--- src/rtl/cpu_ctrl_pkg.sv ---
package cpu_ctrl_pkg;
  localparam int OP_W   = 6;
  localparam int FN_W   = 6;
  localparam int XLEN   = 32;
  localparam int IMM_W  = 16;
  localparam int JIDX_W = 26;
  localparam int AC_W   = 4;

  localparam logic [OP_W-1:0] OP_RTYPE = 6'b000000;
  localparam logic [OP_W-1:0] OP_LW    = 6'b100011;
  localparam logic [OP_W-1:0] OP_SW    = 6'b101011;
  localparam logic [OP_W-1:0] OP_BEQ   = 6'b000100;
  localparam logic [OP_W-1:0] OP_J     = 6'b000010;

  localparam logic [FN_W-1:0] FN_ADD = 6'b100000;
  localparam logic [FN_W-1:0] FN_SUB = 6'b100010;
  localparam logic [FN_W-1:0] FN_AND = 6'b100100;
  localparam logic [FN_W-1:0] FN_OR  = 6'b100101;
  localparam logic [FN_W-1:0] FN_SLT = 6'b101010;

  localparam logic [AC_W-1:0] ALU_AND = 4'b0000;
  localparam logic [AC_W-1:0] ALU_OR  = 4'b0001;
  localparam logic [AC_W-1:0] ALU_ADD = 4'b0010;
  localparam logic [AC_W-1:0] ALU_SUB = 4'b0110;
  localparam logic [AC_W-1:0] ALU_SLT = 4'b0111;

  typedef enum logic [1:0] {
    CLS_ADD   = 2'b00,
    CLS_SUB   = 2'b01,
    CLS_FUNCT = 2'b10
  } alu_class_e;

  typedef enum logic [1:0] {
    PC_SEQ = 2'b00,
    PC_BR  = 2'b01,
    PC_JMP = 2'b10
  } pc_src_e;

  typedef struct packed {
    logic       reg_dst;
    logic       alu_src;
    logic       mem_to_reg;
    logic       reg_write;
    logic       mem_read;
    logic       mem_write;
    logic       branch;
    logic       jump;
    alu_class_e alu_class;
  } ctrl_t;
endpackage

--- src/rtl/cpu_ctrl_main_dec.sv ---
module cpu_ctrl_main_dec
  import cpu_ctrl_pkg::*;
(
  input  logic [OP_W-1:0] opcode_i,
  output ctrl_t           ctrl_o
);
  always_comb begin
    ctrl_o = '{default: '0, alu_class: CLS_ADD};
    unique case (opcode_i)
      OP_RTYPE: begin
        ctrl_o.reg_dst   = 1'b1;
        ctrl_o.reg_write = 1'b1;
        ctrl_o.alu_class = CLS_FUNCT;
      end
      OP_LW: begin
        ctrl_o.alu_src    = 1'b1;
        ctrl_o.mem_to_reg = 1'b1;
        ctrl_o.reg_write  = 1'b1;
        ctrl_o.mem_read   = 1'b1;
      end
      OP_SW: begin
        ctrl_o.alu_src   = 1'b1;
        ctrl_o.mem_write = 1'b1;
      end
      OP_BEQ: begin
        ctrl_o.branch    = 1'b1;
        ctrl_o.alu_class = CLS_SUB;
      end
      OP_J: ctrl_o.jump = 1'b1;
      default: ;  // unsupported: no side effects, sequential PC
    endcase
  end
endmodule

--- src/rtl/cpu_ctrl_alu_dec.sv ---
module cpu_ctrl_alu_dec
  import cpu_ctrl_pkg::*;
(
  input  alu_class_e      alu_class_i,
  input  logic [FN_W-1:0] funct_i,
  output logic [AC_W-1:0] alu_ctrl_o
);
  logic [AC_W-1:0] fn_op;

  always_comb begin
    unique case (funct_i)
      FN_ADD:  fn_op = ALU_ADD;
      FN_SUB:  fn_op = ALU_SUB;
      FN_AND:  fn_op = ALU_AND;
      FN_OR:   fn_op = ALU_OR;
      FN_SLT:  fn_op = ALU_SLT;
      default: fn_op = ALU_ADD;
    endcase
  end

  always_comb begin
    unique case (alu_class_i)
      CLS_SUB:   alu_ctrl_o = ALU_SUB;
      CLS_FUNCT: alu_ctrl_o = fn_op;
      default:   alu_ctrl_o = ALU_ADD;
    endcase
  end
endmodule

--- src/rtl/cpu_ctrl_pc_sel.sv ---
module cpu_ctrl_pc_sel
  import cpu_ctrl_pkg::*;
#(
  parameter int PC_W  = XLEN,
  parameter int OFF_W = IMM_W,
  parameter int IDX_W = JIDX_W
) (
  input  logic [PC_W-1:0]  pc_i,
  input  logic [OFF_W-1:0] imm_i,
  input  logic [IDX_W-1:0] jidx_i,
  input  logic             branch_i,
  input  logic             jump_i,
  input  logic             zero_i,
  output pc_src_e          pc_src_o,
  output logic [PC_W-1:0]  next_pc_o
);
  localparam int HI_W  = PC_W - IDX_W - 2;
  localparam int EXT_W = PC_W - OFF_W - 2;

  logic [PC_W-1:0] pc_plus4, br_tgt, jmp_tgt;

  assign pc_plus4 = pc_i + PC_W'(4);
  assign br_tgt   = pc_plus4 + {{EXT_W{imm_i[OFF_W-1]}}, imm_i, 2'b00};
  assign jmp_tgt  = {pc_plus4[PC_W-1 -: HI_W], jidx_i, 2'b00};

  // jump wins over a taken branch (they cannot both decode, but keep a fixed order)
  always_comb begin
    if (jump_i)                pc_src_o = PC_JMP;
    else if (branch_i && zero_i) pc_src_o = PC_BR;
    else                       pc_src_o = PC_SEQ;
  end

  always_comb begin
    unique case (pc_src_o)
      PC_JMP:  next_pc_o = jmp_tgt;
      PC_BR:   next_pc_o = br_tgt;
      default: next_pc_o = pc_plus4;
    endcase
  end
endmodule

--- src/rtl/cpu_ctrl_dec.sv ---
module cpu_ctrl_dec
  import cpu_ctrl_pkg::*;
#(
  parameter int PC_W  = XLEN,
  parameter int OFF_W = IMM_W,
  parameter int IDX_W = JIDX_W
) (
  input  logic [OP_W-1:0]  opcode_i,
  input  logic [FN_W-1:0]  funct_i,
  input  logic             zero_i,
  input  logic [PC_W-1:0]  pc_i,
  input  logic [OFF_W-1:0] imm_i,
  input  logic [IDX_W-1:0] jidx_i,
  output logic             reg_dst_o,
  output logic             alu_src_o,
  output logic             mem_to_reg_o,
  output logic             reg_write_o,
  output logic             mem_read_o,
  output logic             mem_write_o,
  output logic             branch_o,
  output logic             jump_o,
  output logic [1:0]       alu_class_o,
  output logic [AC_W-1:0]  alu_ctrl_o,
  output logic [1:0]       pc_src_o,
  output logic [PC_W-1:0]  next_pc_o
);
  ctrl_t   ctrl;
  pc_src_e pc_src;

  cpu_ctrl_main_dec u_main (
    .opcode_i (opcode_i),
    .ctrl_o   (ctrl)
  );

  cpu_ctrl_alu_dec u_alu (
    .alu_class_i (ctrl.alu_class),
    .funct_i     (funct_i),
    .alu_ctrl_o  (alu_ctrl_o)
  );

  cpu_ctrl_pc_sel #(
    .PC_W  (PC_W),
    .OFF_W (OFF_W),
    .IDX_W (IDX_W)
  ) u_pc (
    .pc_i      (pc_i),
    .imm_i     (imm_i),
    .jidx_i    (jidx_i),
    .branch_i  (ctrl.branch),
    .jump_i    (ctrl.jump),
    .zero_i    (zero_i),
    .pc_src_o  (pc_src),
    .next_pc_o (next_pc_o)
  );

  assign reg_dst_o    = ctrl.reg_dst;
  assign alu_src_o    = ctrl.alu_src;
  assign mem_to_reg_o = ctrl.mem_to_reg;
  assign reg_write_o  = ctrl.reg_write;
  assign mem_read_o   = ctrl.mem_read;
  assign mem_write_o  = ctrl.mem_write;
  assign branch_o     = ctrl.branch;
  assign jump_o       = ctrl.jump;
  assign alu_class_o  = ctrl.alu_class;
  assign pc_src_o     = pc_src;
endmodule

--- config.mk ---
export PLATFORM = sky130hd
export DESIGN_NAME = cpu_ctrl_dec
export DESIGN_NICKNAME = d
export VERILOG_FILES = /design/src/rtl/cpu_ctrl_pkg.sv /design/src/rtl/cpu_ctrl_main_dec.sv /design/src/rtl/cpu_ctrl_alu_dec.sv /design/src/rtl/cpu_ctrl_pc_sel.sv /design/src/rtl/cpu_ctrl_dec.sv
export SDC_FILE = /design/constraint.sdc
export NUM_CORES = 1
export LEC_CHECK = 0
export BUFFER_PORTS_ARGS = -buffer_cell sky130_fd_sc_hd__buf_2
export CAP_MARGIN = 20
export CORE_MARGIN = 1.5
export CORE_UTILIZATION = 51
export DETAILED_ROUTE_END_ITERATION = 8
export PLACE_DENSITY = 0.86
export REMOVE_ABC_BUFFERS = 1
export SYNTH_ARGS = -nofsm -noshare
export SYNTH_HDL_FRONTEND = slang
export SYNTH_HIERARCHICAL = 1
export SYNTH_SLANG_ARGS = --single-unit
--- constraint.sdc ---
create_clock -name vclk -period 4.45
set_input_delay 0.6675 -clock vclk [all_inputs]
set_output_delay 0.6675 -clock vclk [all_outputs]
set_load 0.01 [all_outputs]
==> impl_metrics.toml <==
[sta]
setup_viol = 1
fmax_ghz = 0.224
hold_viol = 0
timing.final.ws_setup_ns = -0.0116
slew_violations = 0
worstMarginPinSlew_ns = 0.730
finalCriticalPeriod_ns = 4.46
rsz0062_at_grt = "true"
max_slew_margin = 0.512
timing.final.crit_share = 1.00

[drt]
drt_iter0_drc = 525
route.detailed.drc = 0
drt-total-wl_um = 12100
viasPerCell = 6.40
drtAntennaViolNets = 0
vias = 4385
firstDrtPassIters = 9
wl_per_cell_um = 17.7

[synth]
seq_area_frac_synth = 0
syn_area_per_cell_sq_um = 6.81
synthTopCellsByArea = "ha_1 (15%), xnor2_1 (9.2%), a21oi_1 (7.5%)"
netlist_area_sq_um = 3060
ys_types = 68
synth_top_cell_by_area = "ha_1"
yosysWarningCount = 6
syn_inst = 450
synth_top_area_frac = 0.151

[worst_setup_path]
path_class = "primary input to output port"
crit_path_end_kind = "output port"
required_ns = 3.78
critPathArrivalTime_ns = 3.79
worstPathMaxFanout = 4
cp-start-kind = "primary input"

[placed_design]
postPlaceCellArea_sq_um = 4050
dp_slack_ns = -0.0542
port_buffers = 134
dp.cells = 680
gp_congestion = 0.975
hpwl_um = 8890

[floorplanning]
rows = 28
core_sq_um = 5850
die_area_sq_um = 6480
die_h_um = 80.5
initial_core_util = 0.524
die_w_um = 80.5
io-pin-count = 135

[layout]
post-route-util = 0.740
post-route-cell-area_sq_um = 4330
drive_gt1_frac = 0.403
nets = 737
seq_cells = 0
num_antenna_cells = 0
clkbuf_count = 0
regArea_sq_um = 0
area_growth_syn_to_layout_pct = 41.4
final_cell_mix = "buf_2 (130), buf_4 (52), a21oi_1 (41), nand2_1 (38), nor2_1 (34)"
finalNonFillerCells = 685
final_common_cell = "buf_2"

[global_route]
use_met1 = 0.403
grt-ovfl-total = 0
grt_use_met3 = 0.0216
grt_pass1_wl_um = 16700
antenna_found_initial = 0
track_usage = 0.316
met2_usage = 0.573
grt_max_degree = 25
first_global_vias = 3620
busiest_layer = "met2"

[power]
power_density_nw_per_um2 = 118
total_leakage_power_nw = 2.08
peakVddDrop_uv = 77.9

[outcome]
violations = "setup timing"
status = "complete, but fails checks"

[min_path]
hold_path_class = "primary input to output port"

[flow_run]
cap_violations = 0

[clock_tree]
cts_hold_buf = 0
-- critical path, cell delays in order --
cell and delay, ns:
buf_4 0.12, ha_4 0.14, and2_4 0.14, and4_4 0.21
and2_4 0.16, nand2_1 0.06, xnor2_1 0.12, buf_4 0.15
ha_1 0.32, nand2_2 0.09, buf_4 0.14, buf_4 0.14
nor2_1 0.16, nand3_1 0.19, a211oi_1 0.42, a2111oi_2 0.12
xor2_1 0.16, a21oi_1 0.15, buf_2 0.14
-- layer usage --
layer	share of wire	wire length, um	vias up
li1	-	-	2000
met1	0.37	4500	1941
met2	0.47	5690	341
met3	0.094	1130	103
met4	0.064	774	0
met5	0	0	-
-- layout make-up --
cell class	count	area, sq um
Fill cell	415	1520
Tap cell	75	93.8
Timing Repair Buffer	183	1050
Inverter	21	78.8
Multi-Input combinational cell	406	3110
-- final timing paths --
path,startpoint,to,slack [ns],cells past startpoint
worst max-delay path,pc_i[2],next_pc_o[28],-0.01,19
worst min-delay path,jidx_i[8],next_pc_o[10],1.61,3
-- where the power goes --
group / internal (mW) / switching (mW) / leakage (nW)
combinational: 0.234 / 0.275 / 2.08
clock: 0 / 0 / 0
sequential: 0 / 0 / 0
total: 0.234 / 0.275 / 2.08
-- timing repair --
| item | in CTS | in global routing |
|---|---|---|
| pin swaps | 0 | 19 |
| resized for setup | 5 | 48 |
| setup endpoints to repair | 4 | 14 |
| buffers inserted | 0 | 5 |
-- cell usage after synthesis (all sizes together) (13+ instances only) --
library cell  instances
a21oi                49
nand2                39
ha                   37
nor2                 35
xnor2                32
inv                  20
nand3                20
o21ai                20
xor2                 19
and3                 15
clkbuf               15
a21o                 13
-- through the flow --
stage	hold WS, ns	TNS, ns	total power, mW
2_1_floorplan	1.36	0	0.275
3_3_place_gp	1.61	0	0.434
3_5_place_dp	1.62	-0.128	0.448
4_1_cts	1.62	-0.0206	0.453
5_1_grt	1.62	-0.258	0.544
6_report	1.61	-0.0116	0.509
-- logic make-up after synthesis --
logic type,after synthesis,share of synthesized area
AND/OR/NAND/NOR,167,0.286
AO/OA/AOI/OAI,141,0.317
XOR/XNOR,51,0.146
buffers and inverters,44,0.0625
adder cells (fa/ha/maj),38,0.158
multiplexers,8,0.0290
other,1,0.00122
(Power assumes the default switching activity.)
